## src/rtl/sep_pkg.sv

```systemverilog
package sep_pkg;

  typedef enum logic [2:0] {
    ST_SEQ   = 3'd0,
    ST_BOARD = 3'd1,
    ST_CHIP  = 3'd2,
    ST_STRIP = 3'd3,
    ST_AMP   = 3'd4
  } parseState_t;

  // strobes from control to datapath, all qualified by take
  typedef struct packed {
    logic take;
    logic latchChip;
    logic latchStrip;
    logic emitData;
    logic emitEnd;
  } ctlStrobe_t;

endpackage

```

## src/rtl/sep_ctrl.sv

```systemverilog
module sep_ctrl
  import sep_pkg::*;
#(
  parameter int BYTE_W = 8,
  parameter logic [BYTE_W-1:0] END_CODE = 8'hC0
) (
  input  logic              clk,
  input  logic              rstN,
  input  logic [BYTE_W-1:0] curByte,
  input  logic              curValid,
  input  logic              slotFree,
  output logic              lowSel,
  output ctlStrobe_t        strobe
);

  parseState_t stateQ, stateD;
  logic        lowQ;
  logic        isEnd, isHead, needSlot, go;
  logic        wantChip, wantStrip, wantData, wantEnd;

  assign isEnd  = (curByte == END_CODE);
  assign isHead = curByte[BYTE_W-1] && !isEnd;
  assign lowSel = lowQ;

  always_comb begin
    stateD    = stateQ;
    needSlot  = 1'b0;
    wantChip  = 1'b0;
    wantStrip = 1'b0;
    wantData  = 1'b0;
    wantEnd   = 1'b0;
    unique case (stateQ)
      ST_SEQ:   stateD = isEnd ? ST_SEQ : ST_BOARD;
      ST_BOARD: stateD = ST_CHIP;
      ST_CHIP: begin
        wantChip = 1'b1;
        stateD   = ST_STRIP;
      end
      ST_STRIP: begin
        if (isEnd) begin
          wantEnd  = 1'b1;
          needSlot = 1'b1;
          stateD   = ST_SEQ;
        end else if (isHead) begin
          wantEnd  = 1'b1;
          needSlot = 1'b1;
          stateD   = ST_BOARD;
        end else begin
          wantStrip = 1'b1;
          stateD    = ST_AMP;
        end
      end
      ST_AMP: begin
        wantData = 1'b1;
        needSlot = 1'b1;
        stateD   = ST_STRIP;
      end
      default: stateD = ST_SEQ;
    endcase
  end

  assign go = curValid && (!needSlot || slotFree);

  always_comb begin
    strobe.take       = go;
    strobe.latchChip  = go && wantChip;
    strobe.latchStrip = go && wantStrip;
    strobe.emitData   = go && wantData;
    strobe.emitEnd    = go && wantEnd;
  end

  always_ff @(posedge clk) begin
    if (!rstN) begin
      stateQ <= ST_SEQ;
      lowQ   <= 1'b0;
    end else if (go) begin
      stateQ <= stateD;
      lowQ   <= !lowQ;
    end
  end

endmodule

```

## src/rtl/sep_datapath.sv

```systemverilog
module sep_datapath
  import sep_pkg::*;
#(
  parameter int BYTE_W  = 8,
  parameter int ERR_W   = 2,
  parameter int CHIP_W  = 4,
  parameter int STRIP_W = 7,
  localparam int IN_W   = ERR_W + 2 * BYTE_W,
  localparam int OUT_W  = ERR_W + 2 + BYTE_W + CHIP_W + STRIP_W
) (
  input  logic              clk,
  input  logic              rstN,
  input  logic [IN_W-1:0]   liveWord,
  input  logic              liveValid,
  output logic              liveReady,
  input  logic [IN_W-1:0]   testWord,
  input  logic              testValid,
  output logic              testReady,
  input  logic              testSel,
  input  logic              lowSel,
  input  ctlStrobe_t        strobe,
  output logic [BYTE_W-1:0] curByte,
  output logic              curValid,
  output logic              slotFree,
  output logic [OUT_W-1:0]  outWord,
  output logic              outValid,
  input  logic              outReady
);

  logic [IN_W-1:0]    selWord;
  logic [ERR_W-1:0]   curErr, errQ, errNow;
  logic [CHIP_W-1:0]  chipQ;
  logic [STRIP_W-1:0] stripQ;
  logic               firstQ;
  logic               wordDone, emitAny;
  logic [OUT_W-1:0]   wordQ;
  logic               validQ;

  assign selWord  = testSel ? testWord : liveWord;
  assign curValid = testSel ? testValid : liveValid;
  assign curByte  = lowSel ? selWord[BYTE_W-1:0] : selWord[2*BYTE_W-1:BYTE_W];
  assign curErr   = selWord[IN_W-1:2*BYTE_W];

  assign wordDone  = strobe.take && lowSel;
  assign liveReady = wordDone && !testSel;
  assign testReady = wordDone && testSel;

  assign errNow   = errQ | (strobe.take ? curErr : '0);
  assign emitAny  = strobe.emitData || strobe.emitEnd;
  assign slotFree = !validQ || outReady;

  always_ff @(posedge clk) begin
    if (!rstN) begin
      errQ   <= '0;
      chipQ  <= '0;
      stripQ <= '0;
      firstQ <= 1'b0;
    end else begin
      if (emitAny)          errQ <= '0;
      else if (strobe.take) errQ <= errNow;
      if (strobe.latchChip) begin
        chipQ  <= curByte[CHIP_W-1:0];
        firstQ <= 1'b1;
      end else if (emitAny) begin
        firstQ <= 1'b0;
      end
      if (strobe.latchStrip) stripQ <= curByte[STRIP_W-1:0];
    end
  end

  always_ff @(posedge clk) begin
    if (!rstN) begin
      validQ <= 1'b0;
      wordQ  <= '0;
    end else if (strobe.emitData) begin
      validQ <= 1'b1;
      wordQ  <= {errNow, firstQ, 1'b0, curByte, chipQ, stripQ};
    end else if (strobe.emitEnd) begin
      validQ <= 1'b1;
      wordQ  <= {errNow, 1'b0, 1'b1, {BYTE_W{1'b0}}, chipQ, {STRIP_W{1'b0}}};
    end else if (outReady) begin
      validQ <= 1'b0;
    end
  end

  assign outWord  = wordQ;
  assign outValid = validQ;

endmodule

```

## src/rtl/strip_event_parser.sv

```systemverilog
module strip_event_parser
  import sep_pkg::*;
#(
  parameter int BYTE_W  = 8,
  parameter int ERR_W   = 2,
  parameter int CHIP_W  = 4,
  parameter int STRIP_W = 7,
  parameter logic [BYTE_W-1:0] END_CODE = 8'hC0,
  localparam int IN_W   = ERR_W + 2 * BYTE_W,
  localparam int OUT_W  = ERR_W + 2 + BYTE_W + CHIP_W + STRIP_W
) (
  input  logic             clk,
  input  logic             rstN,
  input  logic [IN_W-1:0]  liveWord,
  input  logic             liveValid,
  output logic             liveReady,
  input  logic [IN_W-1:0]  testWord,
  input  logic             testValid,
  output logic             testReady,
  input  logic             testSel,
  output logic [OUT_W-1:0] outWord,
  output logic             outValid,
  input  logic             outReady
);

  ctlStrobe_t        strobe;
  logic              lowSel;
  logic [BYTE_W-1:0] curByte;
  logic              curValid;
  logic              slotFree;

  sep_ctrl #(
    .BYTE_W  (BYTE_W),
    .END_CODE(END_CODE)
  ) i_ctrl (
    .clk     (clk),
    .rstN    (rstN),
    .curByte (curByte),
    .curValid(curValid),
    .slotFree(slotFree),
    .lowSel  (lowSel),
    .strobe  (strobe)
  );

  sep_datapath #(
    .BYTE_W (BYTE_W),
    .ERR_W  (ERR_W),
    .CHIP_W (CHIP_W),
    .STRIP_W(STRIP_W)
  ) i_dp (
    .clk      (clk),
    .rstN     (rstN),
    .liveWord (liveWord),
    .liveValid(liveValid),
    .liveReady(liveReady),
    .testWord (testWord),
    .testValid(testValid),
    .testReady(testReady),
    .testSel  (testSel),
    .lowSel   (lowSel),
    .strobe   (strobe),
    .curByte  (curByte),
    .curValid (curValid),
    .slotFree (slotFree),
    .outWord  (outWord),
    .outValid (outValid),
    .outReady (outReady)
  );

endmodule

```

## config.mk

```make
export PLATFORM = sky130hd
export DESIGN_NAME = strip_event_parser
export DESIGN_NICKNAME = d
export VERILOG_FILES = /design/src/rtl/sep_pkg.sv /design/src/rtl/sep_ctrl.sv /design/src/rtl/sep_datapath.sv /design/src/rtl/strip_event_parser.sv
export SDC_FILE = /design/constraint.sdc
export NUM_CORES = 1
export LEC_CHECK = 0
export BUFFER_PORTS_ARGS = -buffer_cell sky130_fd_sc_hd__buf_2
export CORE_ASPECT_RATIO = 0.5
export CORE_MARGIN = 10
export CORE_UTILIZATION = 30
export CTS_CLUSTER_SIZE = 8
export DETAILED_ROUTE_END_ITERATION = 8
export MAX_ROUTING_LAYER = met4
export PLACE_DENSITY = 0.65
export SYNTH_ARGS = -nofsm -noshare
export SYNTH_HDL_FRONTEND = slang
export SYNTH_SLANG_ARGS = --single-unit
```

## constraint.sdc

```tcl
create_clock -name clk -period 2.7 [get_ports clk]
set_clock_uncertainty 0.2 [all_clocks]
set_input_delay 0.405 -clock clk [delete_from_list [all_inputs] [get_ports clk]]
set_output_delay 0.405 -clock clk [all_outputs]
set_load 0.01 [all_outputs]
```

### Word-level counts from Yosys, hierarchy flattened

Cells that the tools add are included.

* eq/ne operators: 5
* multiplexer cells: 24
* bitwise gates (word level): 2
* reductions and logical operators: 24

Operators by type and width (count)
* $mux W23: 2
* $mux W18: 1
* $mux W1: 15
* $pmux W3 S4: 1
* $logic_and A1 B1 Y1: 9
* $eq A8 B8 Y1 const B: 1
* $mux W8: 1
* $eq A3 B2 Y1 const B: 2
* $mux W3: 2
* $reduce_or A2 Y1: 3
* $logic_not A1 Y1: 5
* $reduce_bool A2 Y1: 2
* $eq A3 B1 Y1 const B: 1
* $eq A3 B3 Y1 const B: 1
* $logic_not A3 Y1: 1
* $logic_or A1 B1 Y1: 3
* $reduce_bool A3 Y1: 1
* $mux W2: 1
* $or A2 B2 Y2: 1
* $pmux W1 S2: 1
* $not A1 Y1: 1

* register bits: 42
* output and inout bits: 26
* logic and storage cells: 64

### Longest topological paths before layout

* word-level depth: 15
* mapped depth: 7
* gate-level depth less buffers: 4

### Modules after synthesis

From an unflattened synthesis, not the netlist that was laid out.

* cell total of the unflattened synthesis: 170
* area total of the unflattened synthesis: 1840.5 um2

By module, submodules not included
* sep_datapath: instances 1, cells an instance 132, area each 1535.2 um2, seq. area each 760.7 um2
* sep_ctrl: instances 1, cells an instance 38, area each 305.3 um2, seq. area each 80.1 um2

### Least setup slack after synthesis

OpenSTA, ideal clock, no wires.

* path type: input-to-output
* start: in testSel
* end: out liveReady
* data arrival time: 1.739 ns
* required time: 2.095 ns
* slack: 0.356 ns
* cell stages on the path: 5
* cell sequence: buf_6 > mux4_2 > a21oi_1 > nor2_1 > nor4bb_1

* cells in the longest elaborated chain, start to end: 13
* elaborated cells between the ends (all ways): 15

RTL lines
* start: declaration: line strip_event_parser.sv:20 `input logic testSel,`
* $mux W18: line sep_datapath.sv:39 `assign selWord = testSel ? testWord : liveWord;`
* $mux W8: line sep_datapath.sv:41 `assign curByte = lowSel ? selWord[BYTE_W-1:0] : selWord[2*BYTE_W-1:BYTE_W];`
* $eq A8 B8 Y1: line sep_ctrl.sv:21 `assign isEnd = (curByte == END_CODE);`
* $logic_not A1 Y1: line sep_ctrl.sv:22 `assign isHead = curByte[BYTE_W-1] && !isEnd;`
* $logic_and A1 B1 Y1: line sep_ctrl.sv:22
* $mux W1: line sep_ctrl.sv:44 `end else if (isHead) begin`
* $mux W1: line sep_ctrl.sv:40 `if (isEnd) begin`
* $pmux W1 S2: line sep_ctrl.sv:32 `unique case (stateQ)`
* $logic_not A1 Y1: line sep_ctrl.sv:62 `assign go = curValid && (!needSlot || slotFree);`
* $logic_or A1 B1 Y1: line sep_ctrl.sv:62
* $logic_and A1 B1 Y1: line sep_ctrl.sv:62
* $logic_and A1 B1 Y1: line sep_datapath.sv:44 `assign wordDone = strobe.take && lowSel;`
* $logic_and A1 B1 Y1 (*): line sep_datapath.sv:45 `assign liveReady = wordDone && !testSel;`
* end: declaration: line strip_event_parser.sv:16 `output logic liveReady,`

Mark *: on every way between the ends. The rest lies on a longest branch, timed or not.

### Worst setup path after layout

Ends and elaborated chain as after synthesis.

==> results.toml <==
[flow_run]
drv_cap = 0

[finish]
antennaDiodeCount = 0
num-fill-cells = 620
area_growth_pct = 30.4
regArea_sq_um = 842
nets = 287
drive_gt1_share_pct = 36.2
multi_input_area_sq_um = 958

[drt]
drcViolationCount = 0
via_count = 1657
drt-initial-drc-count = 154
wl_microns = 5320
first_pass_iters = 4
ant_nets = 0
vias_per_cell = 4.96
wl_per_cell_microns = 15.9

[setup_path]
critPathSlowestCell = "mux4_2"
crit_top_cell = "buf_2"
path_class = "in -> out"
required_ns = 2.10
critPathMaxFanout = 10
r2r_slack_ns = 0.44
max_stage_delay_ns = 0.64
r2r-start = "i_ctrl.stateQ[2]"
path_delay_family = "multiplexers"
start_kind = "primary input"
crit_arrival_ns = 1.95
reg2regPathDepth = 4
crit_path_end_kind = "output pin"
rr_endpoint = "i_dp.outWord[20]"
critPathBufInv = 2
worstPathCellList = "buf_2 -> mux4_2 -> a21oi_1 -> nor2_1 -> nor4bb_1 -> buf_2"

[floorplan]
fp.coreArea_sq_um = 6060
die_x_microns = 132
ios = 68
die_y_microns = 75.9
initial_core_util_pct = 31.0
dieArea_sq_um = 10000
rows = 20

[synthesis]
yosys.area.top_type = "dfxtp_1"
synthTopCellsByArea = "dfxtp_1 45%, a22o_1 7.9%, mux2i_1 6.4%, mux4_1 5.6%, mux4_2 4.8%"
synthTopCellsByCount = "42 x dfxtp_1, 17 x a22o_1, 16 x nor2_1, 12 x mux2i_1, 11 x a21oi_1"
ys_seq_elements = 42
synth_fp_nets = 218
ys_types = 37
synthMuxAreaShare_pct = 17.4
synth_compound_area_share_pct = 17.7
synth_adder_area_share_pct = 0
netlist_area_sq_um = 1880
syn_area_per_cell_sq_um = 10.7
async_flop_share_pct = 0
synth_top_family_by_area = "compound AO/OA/AOI/OAI gates"
synth.most_common_cell = "dfxtp_1"
synthSimpleGateAreaFrac_pct = 16.0
synth_top_area_share_pct = 44.8
yosysSeqAreaShare_pct = 44.8
synth-main-ff-cell = "dfxtp_1"
yosysWarnings = 0
synth_xor_area_share_pct = 0
postSynthCellCount = 176
synth-edff-count = 0

[clock_network]
root_buffer = "clkbuf_16"
cts_buffer_depth = 2
cts_sinks = 42
cts_tree = "built"
cts_buffers = 5
h-tree-depth = 2
clock_latency_ns = 0.28
post_cts_buffers = 0
clk_pin_slew_ns = 0.06
hold_buffers = 0

[timing]
max-slew-margin-rel_pct = 23.6
finalMaxSlewViolations = 0
max_freq_mhz = 391
min_period_over_period_pct = 94.8
rsz0062_at_grt = "false"
finalWorstSetupSlack_ns = 0.141
tns_ns = 0
period_minus_slack_ns = 2.56
finalHoldViolations = 0
setup-violations-final = 0
worst_pin_slew_ns = 1.14

[outcome]
status = "complete, no violations"

[power]
swShare_pct = 23.8
finalPower_mw = 1.38
p_switching_uw = 329
p_int_mw = 1.05
irDropWorstVdd_uv = 224
combPwrFrac_pct = 11.0
powerDensity_nw_per_um2 = 565
power_frac_seq_pct = 47.1
power.clock.fraction_pct = 42.0
p_leak_nw = 1.08

[place]
io_buffers = 67
routabilityCongestion = 0.873
hpwlAfterDp_microns = 4110
post-place-ws_ns = 0.141

[global_routing]
antenna_found_initial = 0
grt_pass1_vias = 1740
globalRouteTotalUtil_pct = 10.7
grt_start_max_net_pins = 23
grt_remaining_overflow = 0
grt_pass1_wl_microns = 8760

[min_path]
hp-start = "rstN"
hold_depth = 2
hp-class = "in -> reg"
hold-path-endpoint = "i_dp.outWord[21]"
## placed cells by master, fill, tap and decap left out, types with 4 or more instances in the layout
cell type / count
nor2_1: 16
clkbuf_16: 5
a22o_1: 17
nand3_1: 10
mux2i_1: 12
buf_4: 7
nor2b_1: 6
a21oi_1: 11
nor3_1: 4
mux4_2: 4
dfxtp_1: 41
o21ai_0: 8
buf_2: 67
mux4_1: 4
## worst max-delay path by stage
| stage | startpoint | endpoint | depth (start not counted) |
|---|---|---|---|
| 2_1_floorplan | testSel | liveReady | 5 |
| 3_3_place_gp | testSel | liveReady | 6 |
| 3_5_place_dp | testSel | liveReady | 6 |
| 4_1_cts | i_ctrl.lowSel | liveReady | 5 |
| 5_1_grt | testSel | liveReady | 6 |
| 6_report | testSel | liveReady | 6 |
## power groups by stage
stage / logic (mW) / registers, mW / clock network (mW)
final: 0.151 / 0.650 / 0.580
after global routing: 0.167 / 0.653 / 0.609
after CTS: 0.152 / 0.649 / 0.591
after detailed placement: 0.151 / 0.663 / 0
after global placement: 0.146 / 0.662 / 0
after floorplan: 0.103 / 0.654 / 0
## kinds of logic (layout without fill, tap and decap cells)
kind of cell | count (synthesis) | count (layout)
and+or+nand+nor | 53 | 53
AOI/OAI and AO/OA | 47 | 47
DFF | 42 | 42
muxes | 21 | 21
buffers and inverters | 13 | 83
## cell type report
| class | instances | area share [%] |
|---|---|---|
| flip-flops and latches | 42 | 34.4 |
| well taps | 88 | 4.50 |
| clock buffers | 6 | 5.27 |
| clock inverters | 2 | 0.563 |
| inverters | 1 | 0.154 |
| multi-input cells | 121 | 39.2 |
| repair buffers | 74 | 15.9 |
## routing by layer
| layer | routed length, microns | GRT usage, % | vias to the layer above |
|---|---|---|---|
| li1 | - | - | 814 |
| met1 | 2240 | 11.6 | 806 |
| met2 | 2900 | 20.0 | 32 |
| met3 | 126 | 1.58 | 5 |
| met4 | 49 | 3.31 | 0 |
| met5 | 0 | - | - |
## state kept, by name, summed over array words and instances (netlist names)
name,flops
i_ctrl.stateQ,3
i_dp.outValid,1
i_dp.errQ,2
i_dp.stripQ,7
i_dp.outWord,23
i_dp.chipQ,4
i_ctrl.lowSel,1
i_dp.firstQ,1
## through the flow
stage | utilization [%] | cell area [sq um] | std cells | hold slack, ns
after floorplan | - | 1880 | 176 | 0.233
after global placement | 38.0 | 2300 | 326 | 0.250
after detailed placement | 38.0 | 2300 | 326 | 0.257
after CTS | 40.4 | 2440 | 334 | 0.220
after global routing | 40.4 | 2440 | 334 | 0.231
final | 40.4 | 2440 | 334 | 0.225
## repair_timing
action | CTS | global route
setup endpoints to repair | 0 | 1
resized for setup | 0 | 1
hold endpoints to repair | 0 | 0
(Power assumes the default switching activity.)
